**src/rtl/esb_pkg.sv**
```systemverilog
package esb_pkg;
  localparam int PORT_W    = 8;
  localparam int NUM_PORTS = 8;
  localparam int NUM_CH    = PORT_W * NUM_PORTS;
  localparam int ADDR_W    = 4;
  localparam int POL_W     = 2 * NUM_PORTS;
  localparam int MASK_LO_W = 6;
  localparam int MASK_HI_W = NUM_PORTS - MASK_LO_W;

  localparam logic [ADDR_W-1:0] ADDR_POL_LO = 4'h8;
  localparam logic [ADDR_W-1:0] ADDR_POL_HI = 4'h9;
  localparam logic [ADDR_W-1:0] ADDR_CTRL   = 4'hA;
  localparam logic [ADDR_W-1:0] ADDR_IE     = 4'hC;

  typedef enum logic [1:0] {
    BANK_LEVEL = 2'd0,
    BANK_EVENT = 2'd1,
    BANK_RSV2  = 2'd2,
    BANK_RSV3  = 2'd3
  } bank_e;
endpackage

```
**src/rtl/esb_sync.sv**
```systemverilog
module esb_sync #(
  parameter int W      = 64,
  parameter int STAGES = 2
) (
  input  logic         clk_i,
  input  logic         rst_ni,
  input  logic [W-1:0] d_i,
  output logic [W-1:0] q_o
);
  logic [STAGES-1:0][W-1:0] stg_q;

  always_ff @(posedge clk_i or negedge rst_ni) begin
    if (!rst_ni) begin
      stg_q <= '0;
    end else begin
      stg_q[0] <= d_i;
      for (int s = 1; s < STAGES; s++) stg_q[s] <= stg_q[s-1];
    end
  end

  assign q_o = stg_q[STAGES-1];
endmodule

```
**src/rtl/esb_port.sv**
```systemverilog
module esb_port #(
  parameter int W = 8
) (
  input  logic         clk_i,
  input  logic         rst_ni,
  input  logic [W-1:0] lvl_i,
  input  logic [1:0]   pol_i,   // [0] lower half, [1] upper half; 1 = falling
  input  logic         we_i,
  input  logic [W-1:0] wdata_i,
  output logic [W-1:0] flag_o
);
  localparam int HALF = W / 2;

  logic [W-1:0] prev_q, arm_q, flag_q, hit;

  always_comb begin
    for (int i = 0; i < W; i++) begin
      hit[i] = pol_i[i / HALF] ? (prev_q[i] & ~lvl_i[i])
                               : (~prev_q[i] & lvl_i[i]);
    end
  end

  always_ff @(posedge clk_i or negedge rst_ni) begin
    if (!rst_ni) begin
      prev_q <= '0;
      arm_q  <= '0;
      flag_q <= '0;
    end else begin
      prev_q <= lvl_i;
      if (we_i) arm_q <= wdata_i;
      for (int i = 0; i < W; i++) begin
        if (we_i && !wdata_i[i])      flag_q[i] <= 1'b0;
        else if (arm_q[i] && hit[i])  flag_q[i] <= 1'b1;
      end
    end
  end

  assign flag_o = flag_q;

  p_clear_wins_r7: assert property (@(posedge clk_i) disable iff (!rst_ni)
    we_i |=> ((flag_q & ~$past(wdata_i)) == '0));

  p_arm_load_r7: assert property (@(posedge clk_i) disable iff (!rst_ni)
    we_i |=> (arm_q == $past(wdata_i)));

  p_set_needs_arm_r8: assert property (@(posedge clk_i) disable iff (!rst_ni)
    (flag_q & ~$past(flag_q) & ~$past(arm_q)) == '0);

  p_flag_hold_r8: assert property (@(posedge clk_i) disable iff (!rst_ni)
    !we_i |=> (($past(flag_q) & ~flag_q) == '0));
endmodule

```
**src/rtl/esb_regs.sv**
```systemverilog
module esb_regs
  import esb_pkg::*;
(
  input  logic                 clk_i,
  input  logic                 rst_ni,
  input  logic                 wr_en_i,
  input  logic                 rd_en_i,
  input  logic [ADDR_W-1:0]    addr_i,
  input  logic [PORT_W-1:0]    wdata_i,
  input  logic [NUM_CH-1:0]    lvl_i,
  input  logic [NUM_CH-1:0]    flag_i,
  output logic [NUM_PORTS-1:0] port_we_o,
  output logic [POL_W-1:0]     pol_o,
  output logic [NUM_PORTS-1:0] mask_o,
  output logic                 ie_o,
  output logic [PORT_W-1:0]    rdata_o
);
  bank_e                bank_q;
  logic [NUM_PORTS-1:0] mask_q;
  logic [POL_W-1:0]     pol_q;
  logic                 ie_q;
  logic [PORT_W-1:0]    rdata_q, rd_mux;
  logic                 is_port;
  int unsigned          pidx;

  assign is_port = (int'(addr_i) < NUM_PORTS);
  assign pidx    = is_port ? int'(addr_i) : 0;

  always_ff @(posedge clk_i or negedge rst_ni) begin
    if (!rst_ni) begin
      bank_q <= BANK_LEVEL;
      mask_q <= '0;
      pol_q  <= '0;
      ie_q   <= 1'b0;
    end else if (wr_en_i) begin
      unique case (addr_i)
        ADDR_CTRL: begin
          bank_q <= bank_e'(wdata_i[7:6]);
          if (bank_q == BANK_EVENT) mask_q[NUM_PORTS-1:MASK_LO_W] <= wdata_i[MASK_HI_W-1:0];
          else                      mask_q[MASK_LO_W-1:0]         <= wdata_i[MASK_LO_W-1:0];
        end
        ADDR_POL_LO: pol_q[PORT_W-1:0]     <= wdata_i;
        ADDR_POL_HI: pol_q[POL_W-1:PORT_W] <= wdata_i;
        ADDR_IE:     ie_q                  <= wdata_i[0];
        default: ;
      endcase
    end
  end

  genvar gp;
  generate
    for (gp = 0; gp < NUM_PORTS; gp++) begin : g_we
      assign port_we_o[gp] = wr_en_i && (addr_i == ADDR_W'(gp))
                             && (bank_q == BANK_EVENT) && !mask_q[gp];
    end
  endgenerate

  always_comb begin
    rd_mux = '0;
    if (is_port) begin
      case (bank_q)
        BANK_LEVEL: rd_mux = lvl_i[pidx*PORT_W +: PORT_W];
        BANK_EVENT: rd_mux = flag_i[pidx*PORT_W +: PORT_W];
        default:    rd_mux = '0;
      endcase
    end else if (addr_i == ADDR_CTRL) begin
      rd_mux[7:6] = bank_q;
      if (bank_q == BANK_EVENT) rd_mux[MASK_HI_W-1:0] = mask_q[NUM_PORTS-1:MASK_LO_W];
      else                      rd_mux[MASK_LO_W-1:0] = mask_q[MASK_LO_W-1:0];
    end else if (addr_i == ADDR_IE) begin
      rd_mux[0] = ie_q;
    end
  end

  always_ff @(posedge clk_i or negedge rst_ni) begin
    if (!rst_ni)      rdata_q <= '0;
    else if (rd_en_i) rdata_q <= rd_mux;
  end

  assign pol_o   = pol_q;
  assign mask_o  = mask_q;
  assign ie_o    = ie_q;
  assign rdata_o = rdata_q;

  p_bank_load_r2: assert property (@(posedge clk_i) disable iff (!rst_ni)
    (wr_en_i && addr_i == ADDR_CTRL) |=> (bank_q == $past(wdata_i[7:6])));

  p_pol_hidden_r6: assert property (@(posedge clk_i) disable iff (!rst_ni)
    (rd_en_i && (addr_i == ADDR_POL_LO || addr_i == ADDR_POL_HI)) |=> (rdata_o == '0));

  p_bank0_no_we_r11: assert property (@(posedge clk_i) disable iff (!rst_ni)
    (bank_q == BANK_LEVEL) |-> (port_we_o == '0));
endmodule

```
**src/rtl/cos_event_bank.sv**
```systemverilog
module cos_event_bank
  import esb_pkg::*;
#(
  parameter int SYNC_STAGES = 2
) (
  input  logic              clk_i,
  input  logic              rst_ni,
  input  logic              wr_en_i,
  input  logic              rd_en_i,
  input  logic [ADDR_W-1:0] addr_i,
  input  logic [PORT_W-1:0] wdata_i,
  output logic [PORT_W-1:0] rdata_o,
  input  logic [NUM_CH-1:0] din_i,
  output logic              irq_no
);
  logic [NUM_CH-1:0]    lvl, flags;
  logic [NUM_PORTS-1:0] port_we, mask;
  logic [POL_W-1:0]     pol;
  logic                 ie;

  esb_sync #(.W(NUM_CH), .STAGES(SYNC_STAGES)) u_sync (
    .clk_i (clk_i),
    .rst_ni(rst_ni),
    .d_i   (din_i),
    .q_o   (lvl)
  );

  esb_regs u_regs (
    .clk_i    (clk_i),
    .rst_ni   (rst_ni),
    .wr_en_i  (wr_en_i),
    .rd_en_i  (rd_en_i),
    .addr_i   (addr_i),
    .wdata_i  (wdata_i),
    .lvl_i    (lvl),
    .flag_i   (flags),
    .port_we_o(port_we),
    .pol_o    (pol),
    .mask_o   (mask),
    .ie_o     (ie),
    .rdata_o  (rdata_o)
  );

  genvar gp;
  generate
    for (gp = 0; gp < NUM_PORTS; gp++) begin : g_port
      esb_port #(.W(PORT_W)) u_port (
        .clk_i  (clk_i),
        .rst_ni (rst_ni),
        .lvl_i  (lvl[gp*PORT_W +: PORT_W]),
        .pol_i  (pol[2*gp +: 2]),
        .we_i   (port_we[gp]),
        .wdata_i(wdata_i),
        .flag_o (flags[gp*PORT_W +: PORT_W])
      );

      p_masked_no_clear_r9: assert property (@(posedge clk_i) disable iff (!rst_ni)
        (wr_en_i && addr_i == ADDR_W'(gp) && mask[gp])
        |=> (($past(flags[gp*PORT_W +: PORT_W]) & ~flags[gp*PORT_W +: PORT_W]) == '0));
    end
  endgenerate

  assign irq_no = ~(ie & (|flags));

  p_irq_off_when_disabled_r10: assert property (@(posedge clk_i) disable iff (!rst_ni)
    !ie |-> irq_no);

  p_irq_quiet_no_flags_r10: assert property (@(posedge clk_i) disable iff (!rst_ni)
    (flags == '0) |-> irq_no);
endmodule

```
**config.mk**
```make
export PLATFORM = sky130hd
export DESIGN_NAME = cos_event_bank
export DESIGN_NICKNAME = d
export VERILOG_FILES = /design/src/rtl/esb_pkg.sv /design/src/rtl/esb_sync.sv /design/src/rtl/esb_port.sv /design/src/rtl/esb_regs.sv /design/src/rtl/cos_event_bank.sv
export SDC_FILE = /design/constraint.sdc
export NUM_CORES = 1
export LEC_CHECK = 0
export ABC_AREA = 1
export BUFFER_PORTS_ARGS = -buffer_cell sky130_fd_sc_hd__buf_2
export CAP_MARGIN = 20
export CORE_MARGIN = 10
export CORE_UTILIZATION = 40
export DETAILED_ROUTE_END_ITERATION = 10
export GPL_ROUTABILITY_DRIVEN = 0
export GPL_TIMING_DRIVEN = 0
export SETUP_SLACK_MARGIN = 0.02
export SYNTH_ARGS = -nofsm -noshare
export SYNTH_HDL_FRONTEND = slang
export SYNTH_SLANG_ARGS = --single-unit
```
**constraint.sdc**
```tcl
create_clock -name clk_i -period 2.4 [get_ports clk_i]
set_clock_uncertainty 0.15 [all_clocks]
set_input_delay 0.6 -clock clk_i [delete_from_list [all_inputs] [get_ports clk_i]]
set_output_delay 0.6 -clock clk_i [all_outputs]
set_load 0.01 [all_outputs]
```
After elaboration in Yosys (flattened, before gate mapping) --
Index checks and enable logic that the tools add are counted. W data, S select, Z words.
Operators by class: muxes and demuxes 200, equality and inequality tests 12, reductions and logical operators 241, shift operators 2, bitwise operators 259, $lt $le $gt $ge 1
Operators with widths (count):
- $mux W1 | 194
- $logic_and A1 B1 Y1 | 152
- $not A1 Y1 | 130
- $and A1 B1 Y1 | 129
- $reduce_bool A2 Y1 | 64
- $shiftx A64 B33 Y8 | 2
- $reduce_or A64 Y1 | 1
- $eq A4 B3 Y1 const B | 4
- $eq A4 B4 Y1 const B | 4
- $logic_not A1 Y1 | 16
- $pmux W8 S2 | 1
- $eq A4 B2 Y1 const B | 2
- $mux W4 | 2
- $mux W8 | 1
- $reduce_and A2 Y1 | 4
- $mux W7 | 1
- $reduce_and A3 Y1 | 2
- $eq A4 B1 Y1 const B | 1
- $logic_not A4 Y1 | 1
- $lt A4 B4 Y1 const B | 1
- $eq A2 B1 Y1 const B | 1
- $logic_not A2 Y1 | 1
- $mux W2 | 1
Word-level totals: logic and storage cells 804, register bits after elaboration 355, output and inout bits 9, bits of input ports 80

Logic depth before layout (Yosys ltp) --
Gate-level depths: netlist (run 1).
word-level depth 6, mapped depth 10, mapped depth without buffers 9

By module --
A second synthesis (run 1) with hierarchy kept.
Second synthesis, totals: cells, all modules 1715, area, all modules 15523.6 um^2
By module, submodules not included:
- esb_port | sequential area each 600.6 um^2, times used 8, area an instance 1087.3 um^2, cells an instance 124
- esb_sync | sequential area each 3203.1 um^2, times used 1, area an instance 3683.5 um^2, cells an instance 192
- esb_regs | sequential area each 875.8 um^2, times used 1, area an instance 2901.5 um^2, cells an instance 467
- cos_event_bank | sequential area each 0.0 um^2, times used 1, area an instance 240.2 um^2, cells an instance 64

Worst setup path before layout (run 1) --
Ideal clock, no wire load.
path kind input to register, start point input addr_i[3], end point register g_port[3].u_port.flag_q[3], arrival time 1.712 ns, path buffers 2, library setup time 0.119 ns, slack 0.418 ns, cell stages on the path 8, data required time 2.131 ns, path through buf_2 inv_1 nand2_1 nor3_2 nand4_4 buf_4 o22ai_1 inv_1
Between the ends: word-level cells in the longest chain between the ends 6, elaborated cells between the ends (all ways) 7, classes of those cells eq/ne (1); mux (1); reduce/logical (5)
Ends and longest elaborated chain:
- start, declared | line cos_event_bank.sv:10 | input logic [ADDR_W-1:0] addr_i,
- $eq A4 B2 Y1 (*) | line esb_regs.sv:53 | assign port_we_o[gp] = wr_en_i && (addr_i == ADDR_W'(gp))
- $logic_and A1 B1 Y1 (*) | line esb_regs.sv:53
- $logic_and A1 B1 Y1 (*) (2 in a row) | line esb_regs.sv:54 | && (bank_q == BANK_EVENT) && !mask_q[gp];
- $logic_and A1 B1 Y1 (*) | line esb_port.sv:32 | if (we_i && !wdata_i[i]) flag_q[i] <= 1'b0;
- $mux W1 / $reduce_bool A2 Y1 (equally long branches)
- end signal, assigned | line esb_port.sv:27 | flag_q <= '0;
- end signal, assigned by index | line esb_port.sv:32
- end signal, assigned by index | line esb_port.sv:33 | else if (arm_q[i] && hit[i]) flag_q[i] <= 1'b1;
- end, declared | line esb_port.sv:14 | logic [W-1:0] prev_q, arm_q, flag_q, hit;
Mark *: on every way between the ends. The rest lies on a longest branch, timed or not. A chain may end at the register's enable or synchronous reset.

Worst setup path in the final report (run 1) --
start point register g_port[4].u_port.flag_q[7], end point output irq_no
Between the ends: word-level cells in the longest chain between the ends 3
Ends and longest elaborated chain:
- start, declared | line esb_port.sv:14
- start signal, assigned | line esb_port.sv:27
- start signal, assigned by index | line esb_port.sv:32
- start signal, assigned by index | line esb_port.sv:33
- $reduce_or A64 Y1 | line cos_event_bank.sv:63 | assign irq_no = ~(ie & (|flags));
- $and A1 B1 Y1 | line cos_event_bank.sv:63
- $not A1 Y1 | line cos_event_bank.sv:63
- end, declared | line cos_event_bank.sv:14 | output logic irq_no
Every way passes these cells.

==> flow_metrics.env, run 1 <==
export IMPL_outcome="finished with violations"
export IMPL_violations="negative setup slack"
export IMPL_cts_buffer_depth=3
export IMPL_post_place_ws_ns=-0.161
export IMPL_yosysSeqAreaShare_pct=63.6
export IMPL_num_io_pins=89
export IMPL_synth_edf_count=0
export IMPL_die_area_mm2=0.0428
export IMPL_fillers=3205
export IMPL_dieHeight_um=207
export IMPL_slew_viol_final=0
export IMPL_syn_area_per_cell_um2=9.96
export IMPL_muxShareOfSynthArea_pct=1.94
export IMPL_clk_transition_reported_paths_ns=0.06
export IMPL_synthFlopType="dfrtp_1"
export IMPL_power_density_mw_per_mm2=995
export IMPL_die_w_um=207
export IMPL_clock_latency_ns=0.54
export IMPL_crit_fanout=3
export IMPL_antenna_left=0
export IMPL_via_per_inst=5.15
export IMPL_clock_fmax_mhz=369
export IMPL_yosysTopAreaCellShare_pct=63.6
export IMPL_place_inst=1946
export IMPL_synth_most_common_cell="dfrtp_1"
export IMPL_rows=68
export IMPL_wl_per_cell_um=19.0
export IMPL_finalNonFillerCells=2036
export IMPL_holdWs_ns=0.0159
export IMPL_p_leak_nw=8.08
export IMPL_path_class="reg2out"
export IMPL_synth_commonest_cells="355 x dfrtp_1, 245 x nand2_1, 197 x inv_1"
export IMPL_track_usage_pct=18.2
export IMPL_seqCellArea_mm2=0.00888
export IMPL_rsz0062_at_grt="yes"
export IMPL_yosysUniqueCellTypes=30
export IMPL_power_mw=16.6
export IMPL_async_flop_share_pct=100
export IMPL_htree_levels=2
export IMPL_synth_area_leaders="dfrtp_1 64%, nand2_1 6.6%, nand3_1 5.3%"
export IMPL_crit_required_ns=1.65
export IMPL_grt_pass1_vias=10400
export IMPL_cts_root_buf="clkbuf_16"
export IMPL_numCtsBuffers=40
export IMPL_setup_viol_count_final=1
export IMPL_yosys_area_share_simple_pct=17.0
export IMPL_cts_sinks=355
export IMPL_drc_errors=0
export IMPL_syn_area_mm2=0.0140
export IMPL_antenna_found_initial=3
export IMPL_yosysTopAreaCell="dfrtp_1"
export IMPL_drt_pass1_iter_count=5
export IMPL_dp_hpwl_um=26600
export IMPL_wl_um=38600
export IMPL_tightestPinTransition_ns=1.13
export IMPL_fin_crit_sh_pct=113
export IMPL_yosys_area_share_adder_pct=0
export IMPL_grt_max_degree=113
export IMPL_critPathLaunchType="register"
export IMPL_nets=1634
export IMPL_fin_setup_tns_ns=-0.307
export IMPL_synthCells=1402
export IMPL_slew_headroom_pct=24.4
export IMPL_multi_input_area_mm2=0.00416
export IMPL_fin_ws_ns=-0.307
export IMPL_synth_xor_area_share_pct=0
export IMPL_hold_path_class="in2reg"
export IMPL_yosysWarnings=0
export IMPL_area_growth_synth_to_final_pct=19.4
export IMPL_ir_worst_vdd_v=0.000524
export IMPL_drt_initial_drc_count=973
export IMPL_period_minus_slack_ns=2.71
export IMPL_cap_violations=0
export IMPL_layout_drive_gt1_share_pct=13.0
export IMPL_hold_viol_final=0
export IMPL_worst_setup_path_end_kind="output pin"
export IMPL_portBuffers=86
export IMPL_synth_compound_area_share_pct=10.4
export IMPL_core_area_mm2=0.0345
export IMPL_synth_top_family_by_area="simple AND/OR/NAND/NOR gates"
export IMPL_vias=10500
export IMPL_ys_ff_latch=355
export IMPL_syn_nets=1482
export IMPL_tritoncts="done"
export IMPL_crit_arrival_ns=1.96
export IMPL_grt_overflow=0
export IMPL_grt_pass1_wl_um=60100
export IMPL_start_util_pct=40.5
==> cell usage in the layout, fill, tap and decap left out, types with 31 or more instances in the layout <==
| cell | synthesis | final |
|---|---|---|
| o21ai_0 | 104 | 104 |
| a21oi_1 | 57 | 57 |
| dfrtp_1 | 355 | 355 |
| clkbuf_1 | 24 | 31 |
| inv_1 | 197 | 197 |
| nor2_1 | 65 | 64 |
| clkbuf_16 | 0 | 41 |
| buf_2 | 17 | 101 |
| nand3_1 | 149 | 149 |
| o22ai_1 | 42 | 42 |
| nand2_1 | 245 | 244 |
==> sequential cells by signal, summed over array words and instances, names as in the netlist, 2 cells and up <==
| signal | count |
|---|---|
| u_sync.stg_q | 64 |
| u_regs.mask_o | 8 |
| g_port.u_port.flag_o | 64 |
| u_sync.q_o | 64 |
| u_regs.pol_o | 16 |
| g_port.u_port.arm_q | 64 |
| g_port.u_port.prev_q | 64 |
| u_regs.rdata_o | 8 |
| u_regs.bank_q | 2 |
==> cells by family after synthesis <==
family	after synthesis
AO/OA/AOI/OAI	258
buffers and inverters	248
flip-flops	355
multiplexers	27
AND/OR/NAND/NOR	514
==> timing repair <==
item | 4_1_cts | 5_1_grt
pin swaps | 4 | 6
resized for setup | 7 | 5
setup buffers | 1 | 2
endpoints found under the setup margin | 1 | 1
hold buffers | 17 | 1
hold endpoints to repair | 75 | 1
==> area by class of cell <==
cell class | instances | share of cell area, %
flip-flops and latches | 355 | 53.3
multi-input cells | 799 | 25.0
clock buffers | 54 | 6.81
inverters | 201 | 4.53
repair buffers | 110 | 4.39
well taps | 455 | 3.41
plain buffers | 47 | 1.32
clock inverters | 14 | 1.27
diodes | 1 | 0.0150
==> worst max-delay path: stages, from the launching register on <==
cell	delay [ns]
dfrtp_1	0.41
nor4_2	0.31
nand4_1	0.23
nor2_2	0.20
nand2_1	0.08
nand2_2	0.09
buf_6	0.11
==> worst paths after layout <==
path / from / endpoint / slack (ns) / depth (start not counted)
min in group asynchronous: rst_ni / u_sync.stg_q[12] / 0.41 / 2
max in group asynchronous: rst_ni / u_sync.q_o[63] / 0.36 / 4
max reg2reg: u_regs.bank_q[1] / u_regs.rdata_o[1] / 0.14 / 8
min: din_i[4] / u_sync.stg_q[4] / 0.02 / 1
max: g_port[4].u_port.flag_o[7] / irq_no / -0.31 / 6
min reg2reg: u_sync.stg_q[46] / u_sync.q_o[46] / 0.19 / 0
==> per-layer routing <==
layer / global-route usage (%) / wire, um / up-vias
met5: 0 / 10 / -
met4: 6.21 / 1150 / 2
met3: 4.31 / 2900 / 75
met2: 28.5 / 17800 / 346
met1: 24.5 / 16800 / 5171
li1: - / - / 4886
==> stage by stage <==
step | utilization, % | area, um2
6_report | 48.4 | 16700
5_1_grt | 48.4 | 16700
4_1_cts | 48.2 | 16600
3_5_place_dp | 43.7 | 15100
3_3_place_gp | 43.4 | 15000
2_1_floorplan | - | 14000
==> power breakdown <==
group | total (mW) | internal [mW] | switching [mW]
registers | 7.80 | 6.98 | 0.814
logic | 2.54 | 0.987 | 1.56
clock network | 6.24 | 3.85 | 2.40
No activity file was read; power rests on OpenSTA's default activity.
==> run 2, diff against run 1 <==
--- a/config.mk
+++ b/config.mk
@@ -13,7 +13,7 @@
 export DETAILED_ROUTE_END_ITERATION = 10
 export GPL_ROUTABILITY_DRIVEN = 0
 export GPL_TIMING_DRIVEN = 0
-export SETUP_SLACK_MARGIN = 0.02
+export SETUP_SLACK_MARGIN = 0.3
 export SYNTH_ARGS = -nofsm -noshare
 export SYNTH_HDL_FRONTEND = slang
 export SYNTH_SLANG_ARGS = --single-unit
==> run 2 against run 1 <==
  * The run ends with negative hold slack, negative setup slack left
  * Non-clock buffer count is 1 higher
  * Hold slack got worse by 0.19 ns
  * Sequential share of layout area down 0.18 points
  * Sequential cell count is the same
  * Combinational power grew 2%
  * Largest cell class unchanged
  * Largest power group unchanged
==> flow_metrics.env, run 2 (synthesized netlist as in run 1, its figures left out) <==
export IMPL_clock_latency_ns=0.54
export IMPL_critPathMaxStageDelay_ns=0.39
export IMPL_wl_per_cell_um=19.0
export IMPL_clk_transition_reported_paths_ns=0.06
export IMPL_finalNonFillerCells=2037
export IMPL_drc_errors=0
export IMPL_crit_slowest_cell="dfrtp_1"
export IMPL_fin_ws_ns=-0.314
export IMPL_rsz0062_at_grt="yes"
export IMPL_fillers=3203
export IMPL_drt_initial_drc_count=1011
export IMPL_period_minus_slack_ns=2.71
export IMPL_fin_crit_sh_pct=113
export IMPL_p_leak_nw=8.12
export IMPL_grt_pass1_vias=10400
export IMPL_crit_required_ns=1.65
export IMPL_cts_root_buf="clkbuf_16"
export IMPL_slew_viol_final=0
export IMPL_num_io_pins=89
export IMPL_clock_fmax_mhz=368
export IMPL_grt_pass1_wl_um=60100
export IMPL_setup_viol_count_final=1
export IMPL_final_common_cell="dfrtp_1"
export IMPL_die_w_um=207
export IMPL_critPathLaunchType="register"
export IMPL_slew_headroom_pct=26.2
export IMPL_htree_levels=2
export IMPL_antenna_found_initial=3
export IMPL_cts_buffer_depth=3
export IMPL_violations="negative hold slack, negative setup slack"
export IMPL_track_usage_pct=18.2
export IMPL_die_area_mm2=0.0428
export IMPL_hold_viol_final=59
export IMPL_grt_max_degree=113
export IMPL_core_area_mm2=0.0345
export IMPL_tightestPinTransition_ns=1.11
export IMPL_tritoncts="done"
export IMPL_crit_fanout=2
export IMPL_cp_cell_sequence="nor4_2 > nand4_1 > nor2_2 > nand2_1 > nand2_2 > buf_6"
export IMPL_ir_worst_vdd_v=0.000525
export IMPL_rows=68
export IMPL_place_inst=1946
export IMPL_power_density_mw_per_mm2=994
export IMPL_hold_path_class="in2async"
export IMPL_antenna_left=0
export IMPL_portBuffers=86
export IMPL_wl_um=38600
export IMPL_via_per_inst=5.17
export IMPL_dieHeight_um=207
export IMPL_crit_arrival_ns=1.96
export IMPL_power_mw=16.6
export IMPL_area_growth_synth_to_final_pct=19.8
export IMPL_nets=1635
export IMPL_cap_violations=0
export IMPL_cts_sinks=355
export IMPL_vias=10500
export IMPL_worst_setup_path_end_kind="output pin"
export IMPL_dp_hpwl_um=26600
export IMPL_drt_pass1_iter_count=6
export IMPL_outcome="finished with violations"
export IMPL_grt_overflow=0
export IMPL_numCtsBuffers=40
export IMPL_layout_drive_gt1_share_pct=13.6
export IMPL_start_util_pct=40.5
export IMPL_layout_common_cells="355 x dfrtp_1, 244 x nand2_1, 197 x inv_1"
export IMPL_path_class="reg2out"
export IMPL_holdWs_ns=-0.172
-- run 2: what timing repair did --
action                     CTS  global route
pin swaps                    4             8
hold endpoints to repair    75            60
resized for setup           13            18
buffers inserted             1             4
cloned                       0             0
setup endpoints to repair    8            27
hold buffers                16             1
-- run 2: report_power, final --
part | internal [mW] | total (mW) | switching (mW)
clock | 3.85 | 6.24 | 2.40
sequential | 6.98 | 7.80 | 0.814
combinational | 1.02 | 2.58 | 1.57
total | 11.8 | 16.6 | 4.78
-- run 2: area by class of cell --
type | instances | area, um2 | area share [%]
clock buffer | 54 | 1130 | 6.78
buffer | 47 | 239 | 1.43
inverter | 201 | 754 | 4.51
multi-input combinational | 799 | 4180 | 25.0
antenna | 1 | 2.50 | 0.0150
clock inverter | 14 | 211 | 1.26
sequential | 355 | 8880 | 53.1
timing repair buffer | 111 | 749 | 4.48
tap | 455 | 569 | 3.40
-- run 2: critical path: cells and delay by family, from the launching register on --
family                 cells  cell delay (ns)
AND/OR/NAND/NOR            5             0.91
flip-flops                 1             0.39
buffers and inverters      1             0.11
-- run 2: final timing paths --
kind	from	to	slack [ns]	cells past startpoint
worst max-delay path	g_port[4].u_port.flag_o[3]	irq_no	-0.31	6
worst min-delay path	rst_ni	u_sync.stg_q[12]	-0.17	1
worst max register to register	u_regs.bank_q[0]	g_port[4].u_port.flag_o[2]	0.36	9
worst min register to register	u_sync.stg_q[46]	u_sync.q_o[46]	0.19	0
max in group asynchronous	rst_ni	u_sync.q_o[63]	0.95	3
min in group clk_i	din_i[4]	u_sync.stg_q[4]	0.02	1
-- run 2: stage by stage --
step	setup slack [ns]	util, %	cell area (um2)	setup TNS [ns]
4_1_cts	-0.323	48.2	16600	-0.323
2_1_floorplan	0.418	-	14000	0
6_report	-0.314	48.5	16700	-0.314
5_1_grt	-0.369	48.5	16700	-0.369
3_5_place_dp	-0.161	43.7	15100	-1.67
3_3_place_gp	-6.26	43.4	15000	-2210.73
-- run 2: metal layers --
| metal | GRT usage (%) | vias to the layer above | part of all wire [%] |
|---|---|---|---|
| met5 | 0 | - | 0.026 |
| met4 | 6.16 | 2 | 3.3 |
| met3 | 4.26 | 88 | 8.1 |
| met2 | 28.6 | 391 | 46 |
| met1 | 24.6 | 5161 | 43 |
| li1 | - | 4885 | - |
